`src/rtl/eth_tx_seq_pkg.sv`:
```
package eth_tx_seq_pkg;

  typedef enum logic [2:0] {
    S_IDLE,
    S_PRE,
    S_DATA,
    S_PAD,
    S_FCS,
    S_BACKOFF
  } tx_state_e;

  localparam logic [7:0] PRE_BYTE = 8'h55;
  localparam logic [7:0] SFD_BYTE = 8'hD5;
  localparam logic [7:0] PAD_BYTE = 8'h00;
  localparam int unsigned PRE_LEN = 8;

  // one byte through the reflected CRC-32 register, LSB first
  function automatic logic [31:0] crc32_step(input logic [31:0] c, input logic [7:0] d);
    logic [31:0] r;
    r = c ^ {24'd0, d};
    for (int i = 0; i < 8; i++)
      r = r[0] ? ((r >> 1) ^ 32'hEDB88320) : (r >> 1);
    return r;
  endfunction

  // parity bit is the XOR of the data bits
  function automatic logic parity_good(input logic [7:0] d, input logic p);
    return (^d) == p;
  endfunction

  // FCS byte k of the inverted register, least significant byte first
  function automatic logic [7:0] fcs_pick(input logic [31:0] crc, input logic [1:0] k);
    logic [31:0] f;
    f = ~crc;
    return f[8*k +: 8];
  endfunction

endpackage

```
`src/rtl/eth_tx_fcs_reg.sv`:
```
module eth_tx_fcs_reg
  import eth_tx_seq_pkg::*;
(
  input  logic        clk,
  input  logic        rst_n,
  input  logic        init,
  input  logic        en,
  input  logic [7:0]  din,
  output logic [31:0] crc_o
);
  logic [31:0] crc_q;

  always_ff @(posedge clk) begin
    if (!rst_n || init) crc_q <= '1;
    else if (en)        crc_q <= crc32_step(crc_q, din);
  end

  assign crc_o = crc_q;
endmodule

```
`src/rtl/eth_tx_retry_ctr.sv`:
```
module eth_tx_retry_ctr #(
  parameter int MAX_ATTEMPTS = 16,
  parameter int CW = $clog2(MAX_ATTEMPTS + 1)
) (
  input  logic          clk,
  input  logic          rst_n,
  input  logic          clr,
  input  logic          bump,
  output logic [CW-1:0] next_n,
  output logic          at_limit
);
  logic [CW-1:0] cnt_q;

  always_ff @(posedge clk) begin
    if (!rst_n || clr) cnt_q <= '0;
    else if (bump)     cnt_q <= cnt_q + 1'b1;
  end

  assign next_n   = cnt_q + 1'b1;
  assign at_limit = (next_n == CW'(MAX_ATTEMPTS));


  count_bound_chk: assert property (@(posedge clk) disable iff (!rst_n)
    cnt_q < CW'(MAX_ATTEMPTS));
endmodule

```
`src/rtl/eth_tx_seq.sv`:
```
module eth_tx_seq
  import eth_tx_seq_pkg::*;
#(
  parameter int MIN_FILL     = 8,
  parameter int MIN_PAYLOAD  = 60,
  parameter int MAX_ATTEMPTS = 16,
  parameter int LVL_W        = 8,
  localparam int CW = $clog2(MAX_ATTEMPTS + 1)
) (
  input  logic             clk,
  input  logic             rst_n,
  input  logic             tx_enable_i,
  input  logic             halt_req_i,
  input  logic             halt_now_i,
  input  logic             halt_all_i,
  input  logic             irq_en_i,
  input  logic [LVL_W-1:0] fifo_level_i,
  input  logic             fifo_empty_i,
  input  logic [7:0]       fifo_data_i,
  input  logic             fifo_par_i,
  input  logic             fifo_eof_i,
  output logic             fifo_rd_o,
  output logic             fifo_rewind_o,
  output logic             fifo_flush_o,
  input  logic             gap_ready_i,
  output logic             gap_start_o,
  input  logic             col_i,
  output logic             bo_start_o,
  output logic [CW-1:0]    bo_attempt_o,
  input  logic             bo_done_i,
  output logic [7:0]       txd_o,
  output logic             tx_en_o,
  output logic             done_o,
  output logic             irq_o,
  output logic             st_parity_o,
  output logic             st_underrun_o,
  output logic             st_excess_o
);
  localparam int BW = $clog2(MIN_PAYLOAD + 1);
  localparam logic [BW-1:0] PAY_MIN = BW'(MIN_PAYLOAD);

  tx_state_e     state_q;
  logic [2:0]    idx_q;
  logic [BW-1:0] bcnt_q;
  logic [7:0]    txd_q;
  logic          tx_en_q, done_q, irq_q, flush_q, rewind_q, bo_start_q, gap_q;
  logic          st_par_q, st_und_q, st_exc_q;
  logic [CW-1:0] bo_att_q;

  // named events
  logic          start_ok, in_air, col_hit, byte_ok, par_bad, underrun;
  logic          finish, abort_any, drop;
  logic [BW-1:0] bcnt_inc;
  logic          crc_en, crc_init;
  logic [7:0]    crc_din;
  logic [31:0]   crc;
  logic [CW-1:0] next_n;
  logic          at_limit;

  assign start_ok = tx_enable_i && !halt_req_i && !halt_now_i && !halt_all_i &&
                    gap_ready_i && !fifo_empty_i &&
                    (fifo_level_i >= LVL_W'(MIN_FILL));
  assign in_air   = (state_q == S_PRE) || (state_q == S_DATA) ||
                    (state_q == S_PAD) || (state_q == S_FCS);
  assign col_hit  = in_air && col_i;
  assign byte_ok  = (state_q == S_DATA) && !col_i && !fifo_empty_i &&
                    parity_good(fifo_data_i, fifo_par_i);
  assign par_bad  = (state_q == S_DATA) && !col_i && !fifo_empty_i &&
                    !parity_good(fifo_data_i, fifo_par_i);
  assign underrun = (state_q == S_DATA) && !col_i && fifo_empty_i;
  assign finish   = (state_q == S_FCS) && !col_i && (idx_q == 3'd3);
  assign drop     = col_hit && at_limit;
  assign abort_any = par_bad || underrun || drop;
  assign bcnt_inc = (bcnt_q == PAY_MIN) ? bcnt_q : bcnt_q + 1'b1;

  assign crc_init = (state_q == S_PRE);
  assign crc_en   = byte_ok || ((state_q == S_PAD) && !col_i);
  assign crc_din  = (state_q == S_DATA) ? fifo_data_i : PAD_BYTE;

  eth_tx_fcs_reg u_fcs (
    .clk   (clk),
    .rst_n (rst_n),
    .init  (crc_init),
    .en    (crc_en),
    .din   (crc_din),
    .crc_o (crc)
  );

  eth_tx_retry_ctr #(.MAX_ATTEMPTS(MAX_ATTEMPTS), .CW(CW)) u_retry (
    .clk      (clk),
    .rst_n    (rst_n),
    .clr      (finish || abort_any),
    .bump     (col_hit && !at_limit),
    .next_n   (next_n),
    .at_limit (at_limit)
  );

  always_ff @(posedge clk) begin
    if (!rst_n) begin
      state_q <= S_IDLE;  idx_q <= '0;  bcnt_q <= '0;  txd_q <= '0;
      tx_en_q <= 1'b0;  done_q <= 1'b0;  irq_q <= 1'b0;  flush_q <= 1'b0;
      rewind_q <= 1'b0;  bo_start_q <= 1'b0;  gap_q <= 1'b0;
      st_par_q <= 1'b0;  st_und_q <= 1'b0;  st_exc_q <= 1'b0;  bo_att_q <= '0;
    end else begin
      tx_en_q <= 1'b0;  done_q <= 1'b0;  irq_q <= 1'b0;  flush_q <= 1'b0;
      rewind_q <= 1'b0;  bo_start_q <= 1'b0;  gap_q <= 1'b0;
      if (col_hit) begin
        if (at_limit) begin
          st_exc_q <= 1'b1;  flush_q <= 1'b1;  gap_q <= 1'b1;  state_q <= S_IDLE;
        end else begin
          bo_start_q <= 1'b1;  rewind_q <= 1'b1;  bo_att_q <= next_n;
          state_q <= S_BACKOFF;
        end
      end else begin
        unique case (state_q)
          S_IDLE: if (start_ok) begin
            state_q <= S_PRE;  idx_q <= '0;
          end
          S_PRE: begin
            tx_en_q <= 1'b1;
            txd_q   <= (idx_q == 3'(PRE_LEN - 1)) ? SFD_BYTE : PRE_BYTE;
            idx_q   <= idx_q + 3'd1;
            if (idx_q == 3'(PRE_LEN - 1)) begin
              state_q <= S_DATA;  bcnt_q <= '0;
            end
          end
          S_DATA: begin
            if (underrun) begin
              st_und_q <= 1'b1;  flush_q <= 1'b1;  gap_q <= 1'b1;  state_q <= S_IDLE;
            end else if (par_bad) begin
              st_par_q <= 1'b1;  flush_q <= 1'b1;  gap_q <= 1'b1;  state_q <= S_IDLE;
            end else begin
              tx_en_q <= 1'b1;  txd_q <= fifo_data_i;  bcnt_q <= bcnt_inc;
              if (fifo_eof_i) begin
                state_q <= (bcnt_inc < PAY_MIN) ? S_PAD : S_FCS;
                idx_q   <= '0;
              end
            end
          end
          S_PAD: begin
            tx_en_q <= 1'b1;  txd_q <= PAD_BYTE;  bcnt_q <= bcnt_inc;
            if (bcnt_inc == PAY_MIN) begin
              state_q <= S_FCS;  idx_q <= '0;
            end
          end
          S_FCS: begin
            tx_en_q <= 1'b1;
            txd_q   <= fcs_pick(crc, idx_q[1:0]);
            idx_q   <= idx_q + 3'd1;
            if (finish) begin
              done_q <= 1'b1;  irq_q <= irq_en_i;  gap_q <= 1'b1;  state_q <= S_IDLE;
            end
          end
          S_BACKOFF: if (bo_done_i) state_q <= S_IDLE;
          default: state_q <= S_IDLE;
        endcase
      end
    end
  end

  assign fifo_rd_o     = byte_ok;
  assign fifo_rewind_o = rewind_q;
  assign fifo_flush_o  = flush_q;
  assign gap_start_o   = gap_q;
  assign bo_start_o    = bo_start_q;
  assign bo_attempt_o  = bo_att_q;
  assign txd_o         = txd_q;
  assign tx_en_o       = tx_en_q;
  assign done_o        = done_q;
  assign irq_o         = irq_q;
  assign st_parity_o   = st_par_q;
  assign st_underrun_o = st_und_q;
  assign st_excess_o   = st_exc_q;


  payload_pass_chk: assert property (@(posedge clk) disable iff (!rst_n)
    fifo_rd_o |=> (tx_en_o && txd_o == $past(fifo_data_i)));


  done_single_chk: assert property (@(posedge clk) disable iff (!rst_n)
    done_o |=> !done_o);


  irq_with_done_chk: assert property (@(posedge clk) disable iff (!rst_n)
    irq_o |-> done_o);


  parity_sticky_chk: assert property (@(posedge clk) disable iff (!rst_n)
    st_parity_o |=> st_parity_o);


  backoff_quiet_chk: assert property (@(posedge clk) disable iff (!rst_n)
    bo_start_o |=> !tx_en_o);
endmodule

```
`config.mk`:
```
export PLATFORM = sky130hd
export DESIGN_NAME = eth_tx_seq
export DESIGN_NICKNAME = d
export VERILOG_FILES = /design/src/rtl/eth_tx_seq_pkg.sv /design/src/rtl/eth_tx_fcs_reg.sv /design/src/rtl/eth_tx_retry_ctr.sv /design/src/rtl/eth_tx_seq.sv
export SDC_FILE = /design/constraint.sdc
export NUM_CORES = 1
export LEC_CHECK = 0
export BUFFER_PORTS_ARGS = -buffer_cell sky130_fd_sc_hd__buf_2
export CAP_MARGIN = 40
export CORE_MARGIN = 2
export CORE_UTILIZATION = 40
export CTS_CLUSTER_DIAMETER = 200
export DETAILED_ROUTE_END_ITERATION = 10
export PLACE_DENSITY = 0.56
export SLEW_MARGIN = 10
export SYNTH_ARGS = -nofsm -noshare
export SYNTH_HDL_FRONTEND = slang
export SYNTH_HIERARCHICAL = 1
export SYNTH_SLANG_ARGS = --single-unit
export TNS_END_PERCENT = 5
```
`constraint.sdc`:
```
create_clock -name clk -period 3.3 [get_ports clk]
set_input_delay 0.165 -clock clk [delete_from_list [all_inputs] [get_ports clk]]
set_output_delay 0.165 -clock clk [all_outputs]
set_load 0.01 [all_outputs]
```
# ---- Yosys cells after proc, flatten, opt, wreduce, memory -nomap -nowiden
# Cells that the tools add are included.
dict set report totals {
  reg_bits 71
  latchBits 0
  ram_bits 0
  rom_bits 0
  in_bits 29
  output_inout_bits 24
  wordCells 162
  memories 0
}
dict set report op_classes {
  addsub 3
  multipliers 0
  n_div 0
  n_lt_le_gt_ge 2
  eq_ne 23
  shift 1
  muxes 48
  bitwise 16
  n_reduce_logical 53
}
# cell count
set op_table {}
lappend op_table {{2-to-1 mux 32 bit} 8}
lappend op_table {{inverter 13 -> 14 bit} 8}
lappend op_table {{2-to-1 mux 3 bit} 16}
lappend op_table {{2-to-1 mux 8 bit} 4}
lappend op_table {{inverter 32 bit} 1}
lappend op_table {{case mux 8 bit (4 select lines)} 1}
lappend op_table {{variable part select 32 x 6 -> 8 bit} 1}
lappend op_table {{XOR 32 x 8 -> 32 bit} 1}
lappend op_table {{2-to-1 mux 6 bit} 4}
lappend op_table {{case mux 3 bit (6 select lines)} 1}
lappend op_table {{case mux 6 bit (3 select lines)} 1}
lappend op_table {{logical AND 1 bit} 17}
lappend op_table {{== test 6 bit, second input constant} 2}
lappend op_table {{inequality test 3 bit, second input constant} 4}
lappend op_table {{case mux 3 bit (4 select lines)} 1}
lappend op_table {{2-to-1 mux 1 bit} 10}
lappend op_table {{inequality test 2 bit, second input constant} 5}
lappend op_table {{== test 3 x 2 -> 1 bit, second input constant} 3}
lappend op_table {{== test 3 bit, second input constant} 3}
lappend op_table {{logical OR 1 bit} 9}
lappend op_table {{greater-or-equal comparator 8 x 4 -> 1 bit, second input constant} 1}
lappend op_table {{logical NOT 1 bit} 8}
lappend op_table {{AND reduction 4 bit} 2}
lappend op_table {{nonzero test 4 bit} 2}
lappend op_table {{other kinds (23)} 33}

# ---- Logic depth before layout (Yosys ltp)
# Gate-level depths: netlist (run 1).
dict set report depth {
  depth_word 19
  mapped_depth 11
  depth_no_buf 9
}

# ---- Modules after synthesis
# The synthesis (run 1) kept the hierarchy.
# mod n_inst cells_per_inst area_per_inst_um2 seq_area_each_um2
set modules_own_cells {}
lappend modules_own_cells {eth_tx_seq 1 270 2290.9 680.7}
lappend modules_own_cells {eth_tx_fcs_reg 1 178 2052.0 640.6}
lappend modules_own_cells {eth_tx_retry_ctr 1 34 305.3 100.1}

# ---- Least setup slack after synthesis (run 1)
# No wires, ideal clock.
dict set report synth_path {
  kind {reg2reg}
  start {register state_q[1]}
  end {register u_fcs.crc_q[25] (netlist: u_fcs/crc_o[25])}
  setup_time_ps 70
  t_arrival_ps 2346
  required_time_ps 3230
  slack_ps 884
  path_stages_with_launch 8
  n_path_buf 2
  period_less_slack_ps 2416
  path_cell_list {dfxtp_1 clkbuf_1 clkbuf_1 and3_1 xor2_1 xnor3_1 xnor3_4 a21oi_1}
}
dict set report synth_between {
  elab_cells_between_ends 24
  cone_classes {3 x eq/ne; 9 x mux; 6 x bitwise; 6 x reduce/logical}
}
# item line
set synth_rtl {}
lappend synth_rtl {{start: declaration} eth_tx_seq.sv:42} ;# tx_state_e state_q;
lappend synth_rtl {{start signal: assignment} eth_tx_seq.sv:135} ;# state_q <= (bcnt_inc < PAY_MIN) ? S_PAD : S_FCS;
lappend synth_rtl {{== test 3 x 2 -> 1 bit} eth_tx_seq.sv:78} ;# assign crc_din = (state_q == S_DATA) ? fifo_data_i : PAD_BYTE;
lappend synth_rtl {{2-to-1 mux 8 bit} eth_tx_seq.sv:78}
lappend synth_rtl {{via crc_din[0]} eth_tx_seq.sv:55} ;# logic [7:0] crc_din;
lappend synth_rtl {{XOR 32 x 8 -> 32 bit} eth_tx_seq_pkg.sv:20} ;# r = c ^ {24'd0, d};
lappend synth_rtl {{2-to-1 mux 32 bit (8 in series)} eth_tx_seq_pkg.sv:22} ;# r = r[0] ? ((r >> 1) ^ 32'hEDB88320) : (r >> 1);
lappend synth_rtl {{end signal: assignment} eth_tx_fcs_reg.sv:15} ;# else if (en) crc_q <= crc32_step(crc_q, din);
lappend synth_rtl {{end: declaration} eth_tx_fcs_reg.sv:11} ;# logic [31:0] crc_q;
# The timed path passes the listed nets, and every way through them passes these cells.
# A chain may end at the register's enable or synchronous reset.

# ---- Worst setup path in the final report (run 1)
dict set report layout_path {
  start {register state_q[2]}
  end {register u_fcs.crc_q[25] (netlist: u_fcs/crc_o[25])}
}
# Same word-level chain as after synthesis.

==> results of run 1 <==
-- power groups by stage --
stage / clock network [mW] / logic [mW] / registers [mW]
floorplan: 0 / 1.02 / 1.03
global placement: 0 / 1.33 / 1.03
detailed placement: 0 / 1.34 / 1.04
CTS: 1.09 / 1.35 / 1.02
global route: 1.13 / 1.47 / 1.03
finish: 1.06 / 1.34 / 1.02
-- path summary, 6_finish.rpt --
kind                             endpoint  cells after the start
max          u_fcs/crc_o[25]$_SDFFE_PP1P_                      6
min                      irq_o$_SDFF_PP0_                      2
max reg2reg  u_fcs/crc_o[25]$_SDFFE_PP1P_                      6
min reg2reg         txd_o[0]$_SDFFE_PN0P_                      2
-- per-layer routing --
metal / wire (um) / share of wire, %
met5: 0 / 0
met1: 5190 / 45
met2: 5530 / 48
met3: 516 / 4.5
met4: 248 / 2.2
-- cells by family (layout without fill, tap and decap cells) --
kind of cell             after synthesis  after routing  share of synthesized area [%]
multiplexers                          13             13                           5.25
AO/OA/AOI/OAI                        117            117                           17.3
adder cells (fa/ha/maj)                7              7                           1.88
buffers and inverters                 44             96                           4.04
flip-flops                            71             71                           30.6
XOR/XNOR                              77             77                           24.7
AND/OR/NAND/NOR                      153            153                           16.3
-- registers in the layout (all words and copies together), names as in the netlist, 3 cells and up --
register / cells
txd_o: 8
bcnt_q: 6
state_q: 3
bo_attempt_o: 5
u_fcs/crc_o: 32
idx_q: 3
u_retry/cnt_q: 5
-- final cells by class --
class | instances | area [um^2] | area share, %
clock buffers | 9 | 225 | 4.17
multi-input cells | 367 | 3040 | 56.3
clock inverters | 7 | 96.3 | 1.78
well taps | 143 | 179 | 3.31
repair buffers | 66 | 385 | 7.14
inverters | 14 | 52.6 | 0.973
flip-flops and latches | 71 | 1420 | 26.3
-- cell usage after synthesis (all sizes together), types with 4 or more instances --
cell    number
mux4         8
buf          8
xnor3       20
a211o        5
nand3       13
nor2        42
nand2b       6
clkbuf      22
xor2        20
nand4        4
o221a        5
dfxtp       71
a21boi       4
xnor2       35
a21oi       37
nor3        11
and3        11
inv         14
nor2b        5
o211ai      14
nand2       39
o21ai       26
or3          4
ha           7
==> results.txt, run 1 <==
Die Ht: 112 um
Sw Pwr: 1.21 mW
R2r setup slk: 0.59 ns
Count of different cell masters after synthesis: 69
CTS tree: done
Combinational share of power: 39.3%
Placer Congestion: 0.877
Final Cell Area: 5400 um^2
HP Class: input pin to flip-flop
Slowest-stage cell, CP: xnor3_1
Final Slew Violations: 0
Ant diodes: 0
DP HPWL: 8390 um
Slowest stage delay, CP: 0.55 ns
Pre-Repair DR Iteration Count: 5
Core ar.: 11,400 um^2
Relative slew slack: 46.4%
Port-buffer cells: 49
Reg-to-Reg Start: state_q[2]$_SDFFE_PN0P_
Synth area leader: dfxtp_1
First-pass GRT wire length: 18,900 um
# resized after CTS: 0
RSZ-0062 raised after global routing: no
Post-CTS Setup Bufs: 0
Worst min-delay path startpoint: irq_en_i
Dpl cells: 661
Peak Freq: 368 MHz
Non-Filler Instances: 677
Skew final: 0.00531 ns
Final setup fails: 0
Clock Power Share: 31.0%
Net count, final: 565
Final design utilization: 47.5%
CP delay by family, top: XOR/XNOR gates
Vias per inst: 5.43
GR Util All Layers: 19.3%
Worst setup SP type: flip-flop
Seq/Total Area, Yosys: 30.6%
Post-route ant nets: 0
CTS Root Cell: clkbuf_16
Worst skew pair latency: 0.35 ns
Worst-Margin Slew: 0.803 ns
Setup WS post-layout: 0.586 ns
Worst-path cell chain: nor2_1, and3_1, xor2_1, xnor3_1, xnor3_4, a21oi_1
Vias in the first global route: 3,534
Final WL: 11,500 um
GR peak layer: met2
Routing usage on met1: 24.9%
Fillcell total: 1,089
Pwr Density: 634 nW/um^2
Yosys warnings: 6
Most frequent cells in the layout: 71 x dfxtp_1, 49 x buf_2, 42 x nor2_1, 37 x nand2_1, 35 x a21oi_1
WL/cell: 17.0 um
Worst Setup SP: state_q[2]$_SDFFE_PN0P_
Final Hold Viols: 0
Synth Instances: 482
Yosys top cell area share: 30.6%
Iteration-0 DRC Markers: 153
Synth top area cells: dfxtp_1 31%, xnor3_1 8.2%, xnor2_1 5.3%, mux4_2 3.9%, a21oi_1 3.8%
Fin crit period: 2.71 ns
Die ar.: 12,500 um^2
Most common cell after layout, fill and taps aside: dfxtp_1
DRC Markers: 0
Grt total ovfl: 0
Max Cap Viol: 0
Hold Slack: 0.0257 ns
Total clock sinks: 71
Horiz. Die Dim: 112 um
Post-Place Worst Slack: 0.609 ns
Pleak: 2.31 nW
Syn_nets: 518
Buf/Inv on CP: 0
Outcome: finished, final reports clean
Vias post-DR: 3,675
Top FF cell, synth: dfxtp_1
Switching share of total power: 35.2%
Layout area overhead: 16.2%
Worst Path Arrival: 2.99 ns
Share of flip-flops with an asynchronous set or reset: 0%
Reg power frac: 29.7%
Type of the worst setup path: flip-flop to flip-flop
Placed cell area: 5080 um^2
Met2 GRT Util: 31.5%
Clk buf depth: 2
Clock transition at path regs: 0.06 ns
Synthesis-stage register bit count: 71
Setup TNS Final: 0 ns
Share of layout cells above drive strength 1: 23.2%
# hold bufs at CTS: 0
Worst path required time: 3.58 ns
# rows: 39
Total power: 3.42 mW
CP endpoint kind: flip-flop
Synthesized area per cell: 9.64 um^2
Post-synth EDFFs: 0
H-tree depth: 3
Largest net degree at the start of global routing: 27
Final Cycle Share: 82.3%
# IOs: 53
Total CTS buffers: 9
Syn Std Cell Area: 4650 um^2
Peak supply drop: 0.388 mV
Initial antenna violation count: 0
Initial core utilization: 40.9%
Int Pwr: 2.22 mW
Met3 Resource Use GR: 4.46%
Critical Path Fanout Max: 10
No activity file was read; power rests on OpenSTA's default activity.
==> run 2: changes to the inputs <==
==> constraint.sdc (replaced) <==
create_clock -name clk -period 2.5 [get_ports clk]
set_input_delay 0.125 -clock clk [delete_from_list [all_inputs] [get_ports clk]]
set_output_delay 0.125 -clock clk [all_outputs]
set_load 0.01 [all_outputs]
==> results.txt, run 2 (same netlist as run 1, synthesis figures left out) <==
Relative slew slack: 45.6% (was 46.4%)
Slowest-stage cell, CP: xnor2_2 (was xnor3_1)
Worst-Margin Slew: 0.815 ns (was 0.803 ns)
# IOs: 53 (unchanged)
Worst-path cell chain: nor2_1, buf_4, and3_1, xnor2_2, xnor3_1, xnor3_4, a21oi_1 (was nor2_1, and3_1, xor2_1, xnor3_1, xnor3_4, a21oi_1)
CTS Root Cell: clkbuf_16 (unchanged)
Vias in the first global route: 3,632 (was 3,534)
Final setup fails: 0 (unchanged)
Worst path required time: 2.78 ns (was 3.58 ns)
Iteration-0 DRC Markers: 187 (was 153)
Met3 WL: 488 um (was 516 um)
Met2 WL: 5400 um (was 5530 um)
Fillcell total: 1,114 (was 1,089)
Pleak: 2.35 nW (was 2.31 nW)
DR top layer: met4 (unchanged)
Skew final: 0.0120 ns (was 0.00531 ns)
# rows: 39 (unchanged)
Grt total ovfl: 0 (unchanged)
Post-route ant nets: 0 (unchanged)
Final Hold Viols: 0 (unchanged)
Clock transition at path regs: 0.06 ns (about the same)
Core ar.: 11,400 um^2 (unchanged)
Largest net degree at the start of global routing: 27 (unchanged)
Worst Path Arrival: 2.63 ns (was 2.99 ns)
Placer Congestion: 0.834 (was 0.877)
RSZ-0062 raised after global routing: no (unchanged)
Outcome: finished, final reports clean (unchanged)
Setup WS post-layout: 0.147 ns (was 0.586 ns)
DRC Markers: 0 (unchanged)
Layout area overhead: 17.1% (was 16.2%)
Slowest stage delay, CP: 0.52 ns (was 0.55 ns)
Port-buffer cells: 49 (unchanged)
First-pass GRT wire length: 19,300 um (was 18,900 um)
Pwr Density: 806 nW/um^2 (was 634 nW/um^2)
Worst skew pair latency: 0.35 ns (about the same)
GR Util All Layers: 19.4% (was 19.3%)
Die ar.: 12,500 um^2 (unchanged)
Pre-Repair DR Iteration Count: 4 (was 5)
Total clock sinks: 71 (unchanged)
Die Ht: 112 um (unchanged)
Clk buf depth: 2 (unchanged)
Worst setup SP type: flip-flop (unchanged)
Max Cap Viol: 0 (unchanged)
Initial core utilization: 40.9% (unchanged)
Final WL: 11,400 um (was 11,500 um)
Total CTS buffers: 9 (unchanged)
CTS tree: done (unchanged)
Initial antenna violation count: 0 (unchanged)
Net count, final: 578 (was 565)
Most common cell after layout, fill and taps aside: dfxtp_1 (unchanged)
Post-Place Worst Slack: 0.0843 ns (was 0.609 ns)
CP endpoint kind: flip-flop (unchanged)
Critical Path Fanout Max: 10 (unchanged)
Vias per inst: 5.37 (was 5.43)
Type of the worst setup path: flip-flop to flip-flop (unchanged)
Peak Freq: 425 MHz (was 368 MHz)
Share of layout cells above drive strength 1: 25.2% (was 23.2%)
Final Slew Violations: 0 (unchanged)
Final Cycle Share: 94.1% (was 82.3%)
Fin crit period: 2.35 ns (was 2.71 ns)
Horiz. Die Dim: 112 um (unchanged)
Peak supply drop: 0.472 mV (was 0.388 mV)
Most frequent cells in the layout: 70 x dfxtp_1, 49 x buf_2, 42 x nor2_1, 37 x nand2_1, 35 x a21oi_1 (was 71 x dfxtp_1, 49 x buf_2, 42 x nor2_1, 37 x nand2_1, 35 x a21oi_1)
Final design utilization: 47.9% (was 47.5%)
Setup TNS Final: 0 ns (unchanged)
Ant diodes: 0 (unchanged)
Met1 wire length: 5310 um (was 5190 um)
Vias post-DR: 3,702 (was 3,675)
WL/cell: 16.6 um (was 17.0 um)
Max reg flops: 32 (unchanged)
DP HPWL: 8470 um (was 8390 um)
H-tree depth: 3 (unchanged)
HP Class: input pin to flip-flop (unchanged)
==> run 2: cell count changes in the layout (fill, tap and decap cells not counted), sizes merged <==
cell | before | now
buf | 66 | 78
dlygate4sd3 | 0 | 1
bufinv | 2 | 0
clkinv | 1 | 3
inv | 15 | 16
clkinvlp | 3 | 2
==> run 2: stage by stage <==
step                hold WS, ns  area, um^2  std cells  total power, mW
floorplan                 0.247        4650        482             2.71
global placement          0.335        5150        673             3.21
detailed placement        0.338        5150        673             3.23
CTS                       0.118        5440        690             4.44
global route              0.152        5450        690             4.67
finish                    0.133        5450        690             4.39
==> run 2: final cells by class <==
| type | count | area, um^2 | area share (%) |
|---|---|---|---|
| clock buffers | 9 | 225 | 4.14 |
| repair buffers | 79 | 473 | 8.69 |
| clock inverters | 7 | 47.5 | 0.873 |
| multi-input cells | 367 | 3050 | 55.9 |
| well taps | 143 | 179 | 3.29 |
| flip-flops and latches | 71 | 1420 | 26.1 |
| inverters | 14 | 52.6 | 0.965 |
==> run 2: timing repair <==
item / 4_1_cts / 5_1_grt
gates resized for setup: 0 / 2
endpoints found under the setup margin: 0 / 6
buffers inserted: 0 / 0
hold buffers: 1 / 0
hold endpoints to repair: 1 / 0
==> run 2: worst paths after layout <==
check | startpoint | to | slack (ns) | depth (start not counted)
setup reg to reg | state_q[0]$_SDFFE_PN0P_ | u_fcs/crc_o[25]$_SDFFE_PP1P_ | 0.15 | 7
hold / removal | fifo_empty_i | st_underrun_o$_SDFFE_PN0P_ | 0.13 | 3
hold reg to reg | txd_o[4]$_SDFFE_PN0P_ | txd_o[4]$_SDFFE_PN0P_ | 0.45 | 2
setup / recovery | state_q[0]$_SDFFE_PN0P_ | u_fcs/crc_o[25]$_SDFFE_PP1P_ | 0.15 | 7
==> run 2: critical path, delay by kind of cell, from the launching register on <==
family | cells | cell delay [ns]
compound gates | 1 | 0.15
simple gates | 2 | 0.28
flops | 1 | 0.33
xor+xnor | 3 | 1.37
buf+inv | 1 | 0.16
==> run 2: power by group <==
| part | switching [mW] | leakage, nW | internal [mW] |
|---|---|---|---|
| Clock | 0.522 | 0.132 | 0.672 |
| Sequential | 0.0817 | 0.576 | 1.24 |
| Combinational | 0.989 | 1.64 | 0.883 |
| Total | 1.59 | 2.35 | 2.80 |
==> run 2: routing by layer <==
layer,track usage [%],up-vias
met5,0,-
met4,8.23,0
met3,4.35,17
met2,30.7,85
met1,25.7,1759
li1,-,1841
